`src/rtl/mmr_pkg.sv`:
```
package mmr_pkg;

    localparam int DATA_W = 32;
    localparam int ADDR_W = 32;
    localparam int NREG   = 8;
    localparam int IDX_W  = $clog2(NREG);
    localparam logic [7:0] WIN_TAG = 8'hFF;

    typedef enum logic [1:0] {
        OP_LOAD  = 2'd0,
        OP_STORE = 2'd1,
        OP_ATMOD = 2'd2,
        OP_ATADD = 2'd3
    } mmr_op_e;

    typedef enum logic [2:0] {
        ST_IDLE,
        ST_BUSY,
        ST_FAULT,
        ST_EXT_REQ,
        ST_EXT_WAIT
    } unit_state_e;

    typedef struct packed {
        logic             hit;
        logic [IDX_W-1:0] idx;
        logic             super_only;
        logic             can_rd;
        logic             can_wr;
        logic             can_atomic;
    } reg_attr_t;

    typedef struct packed {
        logic [ADDR_W-1:0] addr;
        mmr_op_e           op;
        logic [DATA_W-1:0] wdata;
        logic [DATA_W-1:0] mask;
        logic [IDX_W-1:0]  idx;
        logic              from_sys;
    } job_t;

    // Offset within window -> register attributes
    function automatic reg_attr_t lookup(input logic [23:0] off);
        reg_attr_t a;
        a = '0;
        case (off)
            24'h00_0000: a = '{1'b1, 3'd0, 1'b0, 1'b1, 1'b1, 1'b0}; // scratch 0
            24'h00_0004: a = '{1'b1, 3'd1, 1'b0, 1'b1, 1'b1, 1'b0}; // scratch 1
            24'h00_8000: a = '{1'b1, 3'd2, 1'b1, 1'b1, 1'b1, 1'b1}; // int pending
            24'h00_8004: a = '{1'b1, 3'd3, 1'b1, 1'b1, 1'b1, 1'b1}; // int mask
            24'h00_8010: a = '{1'b1, 3'd4, 1'b1, 1'b0, 1'b1, 1'b0}; // breakpoint 0
            24'h00_8014: a = '{1'b1, 3'd5, 1'b1, 1'b0, 1'b1, 1'b0}; // breakpoint 1
            24'h00_8020: a = '{1'b1, 3'd6, 1'b1, 1'b1, 1'b1, 1'b0}; // control 0
            24'h00_8024: a = '{1'b1, 3'd7, 1'b1, 1'b1, 1'b0, 1'b0}; // control 1 (ro)
            default:     a = '0;
        endcase
        return a;
    endfunction

    function automatic logic [DATA_W-1:0] merge(input logic [DATA_W-1:0] nv,
                                                input logic [DATA_W-1:0] ov,
                                                input logic [DATA_W-1:0] m);
        return (nv & m) | (ov & ~m);
    endfunction

endpackage

```
`src/rtl/mmr_decode.sv`:
```
module mmr_decode
    import mmr_pkg::*;
(
    input  logic [ADDR_W-1:0] addr,
    input  mmr_op_e           op,
    input  logic              is_super,
    output logic              in_window,
    output logic [IDX_W-1:0]  idx,
    output logic              refuse
);
    reg_attr_t attr;
    logic      user_space;
    logic      is_atomic;
    logic      type_bad;

    always_comb begin
        attr       = lookup(addr[23:0]);
        in_window  = (addr[31:24] == WIN_TAG);
        user_space = (addr[23:15] == '0);
        is_atomic  = (op == OP_ATMOD) || (op == OP_ATADD);
        type_bad   = ((op == OP_LOAD)  && !attr.can_rd) ||
                     ((op == OP_STORE) && !attr.can_wr) ||
                     (is_atomic        && !attr.can_atomic);
        idx        = attr.idx;
        refuse     = !attr.hit || type_bad ||
                     (!is_super && (!user_space || attr.super_only));
    end
endmodule

```
`src/rtl/mmr_regfile.sv`:
```
module mmr_regfile
    import mmr_pkg::*;
(
    input  logic              clk,
    input  logic              rst,
    input  logic [IDX_W-1:0]  idx,
    output logic [DATA_W-1:0] rd_data,
    input  logic              wr_en,
    input  logic [DATA_W-1:0] wr_data
);
    logic [DATA_W-1:0] regs [NREG];

    for (genvar g = 0; g < NREG; g++) begin : g_reg
        always_ff @(posedge clk) begin
            if (rst)
                regs[g] <= '0;
            else if (wr_en && (idx == IDX_W'(g)))
                regs[g] <= wr_data;
        end
    end

    assign rd_data = regs[idx];
endmodule

```
`src/rtl/mmr_access_unit.sv`:
```
module mmr_access_unit
    import mmr_pkg::*;
#(
    parameter int              FAST_LAT = 1,
    parameter int              SLOW_LAT = 3,
    parameter logic [NREG-1:0] SLOW_SET = 8'hC0
) (
    input  logic        clk,
    input  logic        rst,
    input  logic        req_valid,
    output logic        req_ready,
    input  logic [31:0] req_addr,
    input  logic [1:0]  req_op,
    input  logic        req_super,
    input  logic [31:0] req_wdata,
    input  logic [31:0] req_mask,
    output logic        rsp_valid,
    output logic [31:0] rsp_rdata,
    output logic        rsp_fault,
    input  logic        sys_valid,
    output logic        sys_ready,
    input  logic        sys_write,
    input  logic [2:0]  sys_idx,
    input  logic [31:0] sys_wdata,
    input  logic [31:0] sys_mask,
    output logic        sys_rsp_valid,
    output logic [31:0] sys_rdata,
    output logic        ext_req_valid,
    input  logic        ext_req_ready,
    output logic [31:0] ext_addr,
    output logic [1:0]  ext_op,
    output logic [31:0] ext_wdata,
    output logic [31:0] ext_mask,
    input  logic        ext_rsp_valid,
    input  logic [31:0] ext_rdata
);
    localparam int MAX_LAT = (SLOW_LAT > FAST_LAT) ? SLOW_LAT : FAST_LAT;
    localparam int CNT_W   = $clog2(MAX_LAT + 1);

    unit_state_e       state;
    job_t              job;
    logic [CNT_W-1:0]  cnt;
    logic              dec_win;
    logic [IDX_W-1:0]  dec_idx;
    logic              dec_refuse;
    logic [DATA_W-1:0] old_val;
    logic [DATA_W-1:0] new_val;
    logic              done;
    logic              wr_en;

    function automatic logic [CNT_W-1:0] lat_m1(input logic [IDX_W-1:0] i);
        return SLOW_SET[i] ? CNT_W'(SLOW_LAT - 1) : CNT_W'(FAST_LAT - 1);
    endfunction

    mmr_decode u_dec (
        .addr      (req_addr),
        .op        (mmr_op_e'(req_op)),
        .is_super  (req_super),
        .in_window (dec_win),
        .idx       (dec_idx),
        .refuse    (dec_refuse)
    );

    mmr_regfile u_rf (
        .clk     (clk),
        .rst     (rst),
        .idx     (job.idx),
        .rd_data (old_val),
        .wr_en   (wr_en),
        .wr_data (new_val)
    );

    always_ff @(posedge clk) begin
        if (rst) begin
            state <= ST_IDLE;
            job   <= '0;
            cnt   <= '0;
        end else begin
            case (state)
                ST_IDLE: begin
                    if (sys_valid) begin
                        job   <= '{addr: '0, op: (sys_write ? OP_ATMOD : OP_LOAD),
                                   wdata: sys_wdata, mask: sys_mask,
                                   idx: sys_idx, from_sys: 1'b1};
                        cnt   <= lat_m1(sys_idx);
                        state <= ST_BUSY;
                    end else if (req_valid) begin
                        job <= '{addr: req_addr, op: mmr_op_e'(req_op),
                                 wdata: req_wdata, mask: req_mask,
                                 idx: dec_idx, from_sys: 1'b0};
                        cnt <= lat_m1(dec_idx);
                        if (!dec_win)        state <= ST_EXT_REQ;
                        else if (dec_refuse) state <= ST_FAULT;
                        else                 state <= ST_BUSY;
                    end
                end
                ST_BUSY: begin
                    if (cnt == '0) state <= ST_IDLE;
                    else           cnt   <= cnt - 1'b1;
                end
                ST_FAULT:    state <= ST_IDLE;
                ST_EXT_REQ:  if (ext_req_ready) state <= ST_EXT_WAIT;
                ST_EXT_WAIT: if (ext_rsp_valid) state <= ST_IDLE;
                default:     state <= ST_IDLE;
            endcase
        end
    end

    always_comb begin
        done  = (state == ST_BUSY) && (cnt == '0);
        wr_en = done && (job.op != OP_LOAD);
        case (job.op)
            OP_STORE: new_val = job.wdata;
            OP_ATMOD: new_val = merge(job.wdata, old_val, job.mask);
            OP_ATADD: new_val = old_val + job.wdata;
            default:  new_val = old_val;
        endcase
    end

    always_comb begin
        req_ready     = (state == ST_IDLE) && !sys_valid;
        sys_ready     = (state == ST_IDLE);
        rsp_fault     = (state == ST_FAULT);
        rsp_valid     = (done && !job.from_sys) || rsp_fault ||
                        ((state == ST_EXT_WAIT) && ext_rsp_valid);
        rsp_rdata     = '0;
        if (done && !job.from_sys && job.op != OP_STORE)
            rsp_rdata = old_val;
        else if (state == ST_EXT_WAIT && ext_rsp_valid)
            rsp_rdata = ext_rdata;
        sys_rsp_valid = done && job.from_sys;
        sys_rdata     = sys_rsp_valid ? old_val : '0;
        ext_req_valid = (state == ST_EXT_REQ);
        ext_addr      = job.addr;
        ext_op        = job.op;
        ext_wdata     = job.wdata;
        ext_mask      = job.mask;
    end
endmodule

```
`config.mk`:
```
export PLATFORM = sky130hd
export DESIGN_NAME = mmr_access_unit
export DESIGN_NICKNAME = d
export VERILOG_FILES = /design/src/rtl/mmr_pkg.sv /design/src/rtl/mmr_decode.sv /design/src/rtl/mmr_regfile.sv /design/src/rtl/mmr_access_unit.sv
export SDC_FILE = /design/constraint.sdc
export NUM_CORES = 1
export LEC_CHECK = 0
export BUFFER_PORTS_ARGS = -buffer_cell sky130_fd_sc_hd__buf_2
export CAP_MARGIN = 0
export CORE_ASPECT_RATIO = 0.6
export CORE_MARGIN = 1.5
export CORE_UTILIZATION = 40
export DETAILED_ROUTE_END_ITERATION = 12
export PLACE_DENSITY = 0.6
export SKIP_CTS_REPAIR_TIMING = 1
export SLEW_MARGIN = 20
export SYNTH_ARGS = -nofsm -noshare
export SYNTH_HDL_FRONTEND = slang
export SYNTH_SLANG_ARGS = --single-unit
```
`constraint.sdc`:
```
create_clock -name clk -period 3.8 [get_ports clk]
set_input_delay 0.57 -clock clk [delete_from_list [all_inputs] [get_ports clk]]
set_output_delay 0.57 -clock clk [all_outputs]
set_load 0.005 [all_outputs]
```
==> impl_results.md <==
- Cells after synthesis: 1814
- Mapped Area: 19600 um^2
- Switch Pwr: 3.72 mW
- Hold depth: 3
- Ys Warns: 0
- Placed Cells incl. Taps: 2830
- Max Freq: 0.250 GHz
- Die Span Y: 175 um
- First-pass GRT wire length: 96.3 mm
- Crit path DAT: 4240 ps
- Initial antenna violation count: 2
- EDFF count, synth: 256
- Drt drc: 0
- Least-Margin Pin Slew: 1200 ps
- Diode count: 0
- IO Pins: 373
- GRT Util Overall: 0.254
- Layout Nets: 2503
- TritonRoute pass-1 iters: 5
- Initial DRC count: 1654
- Placed inst area: 22900 um^2
- Number of fill cells: 4158
- Data required, critical path: 4050 ps
- Synth Flop Type: edfxtp_1
- Clk_skew: 21.2 ps
- Share of cells above drive strength 1: 0.419
- ANT nets after route: 0
- Final WL: 66.7 mm
- Switching part of the total power: 0.310
- Sequential fraction of the synthesis area: 0.504
- Reg area: 9900 um^2
- Cell variety after synth: 83
- Max Cap Viol: 0
- Syn_nets: 2052
- Worst VDD drop: 0.293 mV
- Final period util: 1.05
- RSZ-0062 raised after global routing: yes
- Post-route cell area: 25500 um^2
- R2R cell count: 18
- Latest clock arrival within the worst-skew pair: 540 ps
- PortBufs: 372
- Max H-tree Level: 2
- Final hold violations: 0
- #FFs+latches synth: 366
- Top cell type's share of synthesized area: 0.391
- Final setup viols: 87
- Total CTS buffers: 35
- Rows: 62
- Core area: 48200 um^2
- Ys async rst share: 0
- Vias in the first global route: 15.4k
- Final slew viol count: 0
- Clock power frac: 0.308
- Failing checks: setup timing
- Fin util: 0.530
- Gr ovfl total: 0
- Status: finished, violations left
- Fin cells: 2932
- Relative slew slack: 0.194
- Crit path time final: 4000 ps
- Placer congestion estimate: 1.03
- Internal: 8.28 mW
- Worst Path Max Fanout: 8
- Most common cell in the netlist: nor2_1
- Largest net degree at the start of global routing: 108
- Root Buffer Master: clkbuf_16
- Crit path launch type: flop
- Crit Path Category: reg -> reg
- Footprint of the multi-input gates: 9290 um^2
- Synthesis-to-layout area growth: 29.9%
- Pwr per Cell Area: 470 nW/um^2
- Initial core utilization: 0.408
- CP endpoint kind: flop
- Leakage: 10.6 nW
- Die ar.: 50500 um^2
- Final setup margin: -195 ps
- Setup tns final: -8490 ps
- WL per Instance: 22.8 um
- Die X: 289 um
- TritonCTS clock tree: yes
- Post-DR vias/cell: 5.60
- Clock transition at the registers of the reported paths: 70 ps
- Cell taking the most area after synthesis: edfxtp_1
- Syn Area/Cell: 10.8 um^2
- Combinational fraction of design power: 0.302
- Sequential power share: 0.390
- Hold Crit Class: in -> reg
- HPWL Detailed: 45.5 mm
- Post-synth top cells: nor2_1, edfxtp_1, dfxtp_1
- Vias: 16.4k
- CTS Sinks: 366
- Max Buffers Root-to-Sink: 3
- Post-Place Worst Slack: -442 ps
- Synth area leaders: edfxtp_1, dfxtp_1, nor2_1, mux4_2, mux2i_1
[worst max-delay path, stage by stage, from the launching register on]
cell and delay (ps):
dfxtp_4 390, buf_6 130, clkbuf_16 160, mux4_2 500
mux2i_1 150, buf_4 160, inv_1 80, ha_4 280
buf_4 120, and4_4 230, nand4_1 140, a211o_4 400
nand3_4 110, a21oi_4 70, buf_6 150, xnor2_4 140
a221oi_4 270, buf_6 190, nor2_1 50
[routing by layer]
metal | part of all wire | routed length (um) | GRT usage
met5 | 0.00045 | 30 | 0
met4 | 0.021 | 1380 | 0.0603
met3 | 0.086 | 5770 | 0.0495
met2 | 0.45 | 29900 | 0.388
met1 | 0.44 | 29700 | 0.372
[layout make-up]
class                           instances  share of cell area
Sequential cell                       366               0.388
Multi-Input combinational cell       1177               0.364
Inverter                               45             0.00691
Clock inverter                         22              0.0100
Clock buffer                           42              0.0362
Timing Repair Buffer                  640               0.164
Tap cell                              640              0.0314
[path summary, 6_finish.rpt]
| kind | start | slack, ps | to |
|---|---|---|---|
| hold reg to reg | ext_addr[15]$_SDFFE_PP0P_ | 490 | ext_addr[15]$_SDFFE_PP0P_ |
| setup reg to reg | flop | -200 | u_rf.regs[2][27]$_SDFFCE_PN0P_ |
| setup / recovery | flop | -200 | u_rf.regs[2][27]$_SDFFCE_PN0P_ |
| hold / removal | req_addr[14] | 300 | ext_addr[14]$_SDFFE_PP0P_ |
[metrics by stage]
stage               power, mW  hold WS [ps]
floorplan                6.43           467
global placement         7.78           475
detailed placement       7.82           478
CTS                      11.5           282
global route             12.5           312
finish                   12.0           300
[power groups by stage]
stage / sequential, mW / clock, mW / combinational (mW)
after floorplan: 4.66 / 0 / 1.78
after global placement: 4.74 / 0 / 3.04
after detailed placement: 4.75 / 0 / 3.07
after CTS: 4.66 / 3.74 / 3.08
after global routing: 4.70 / 3.91 / 3.87
final: 4.68 / 3.70 / 3.63
[cell families (layout without fill, tap and decap cells)]
kind of cell | Yosys count | count (layout) | share of synthesized area
AND/OR/NAND/NOR | 583 | 583 | 0.125
flip-flops | 366 | 366 | 0.504
XOR/XNOR | 16 | 16 | 0.00713
buffers and inverters | 271 | 749 | 0.0732
AO/OA/AOI/OAI | 380 | 380 | 0.144
multiplexers | 165 | 165 | 0.126
adder cells (fa/ha/maj) | 33 | 33 | 0.0214
[flip-flops by register name, summed over array words and instances (netlist names), named ones only]
| signal | count |
|---|---|
| state | 3 |
| ext_wdata | 32 |
| u_rf.regs | 256 |
| cnt | 2 |
| ext_op | 2 |
| ext_addr | 32 |
| ext_mask | 32 |
| job | 4 |
[cell usage in the layout (no fill, tap or decap), drive strengths merged, types with 10 or more instances in the layout]
cell type,netlist,final
buf,134,636
nor2,414,414
edfxtp,256,256
dfxtp,110,110
mux2i,99,99
a211oi,92,92
nand2,78,78
mux4,64,64
a21oi,62,62
o21ai,60,60
inv,45,48
clkbuf,92,46
a21o,43,43
a22oi,34,34
ha,32,32
nor3,13,13
clkinv,0,13
a31oi,13,13
a221oi,12,12
nand3,12,12
o211ai,10,10
o21a,10,10
xnor2,10,10
nor2b,10,10
Power figures use the tool's default switching activity.
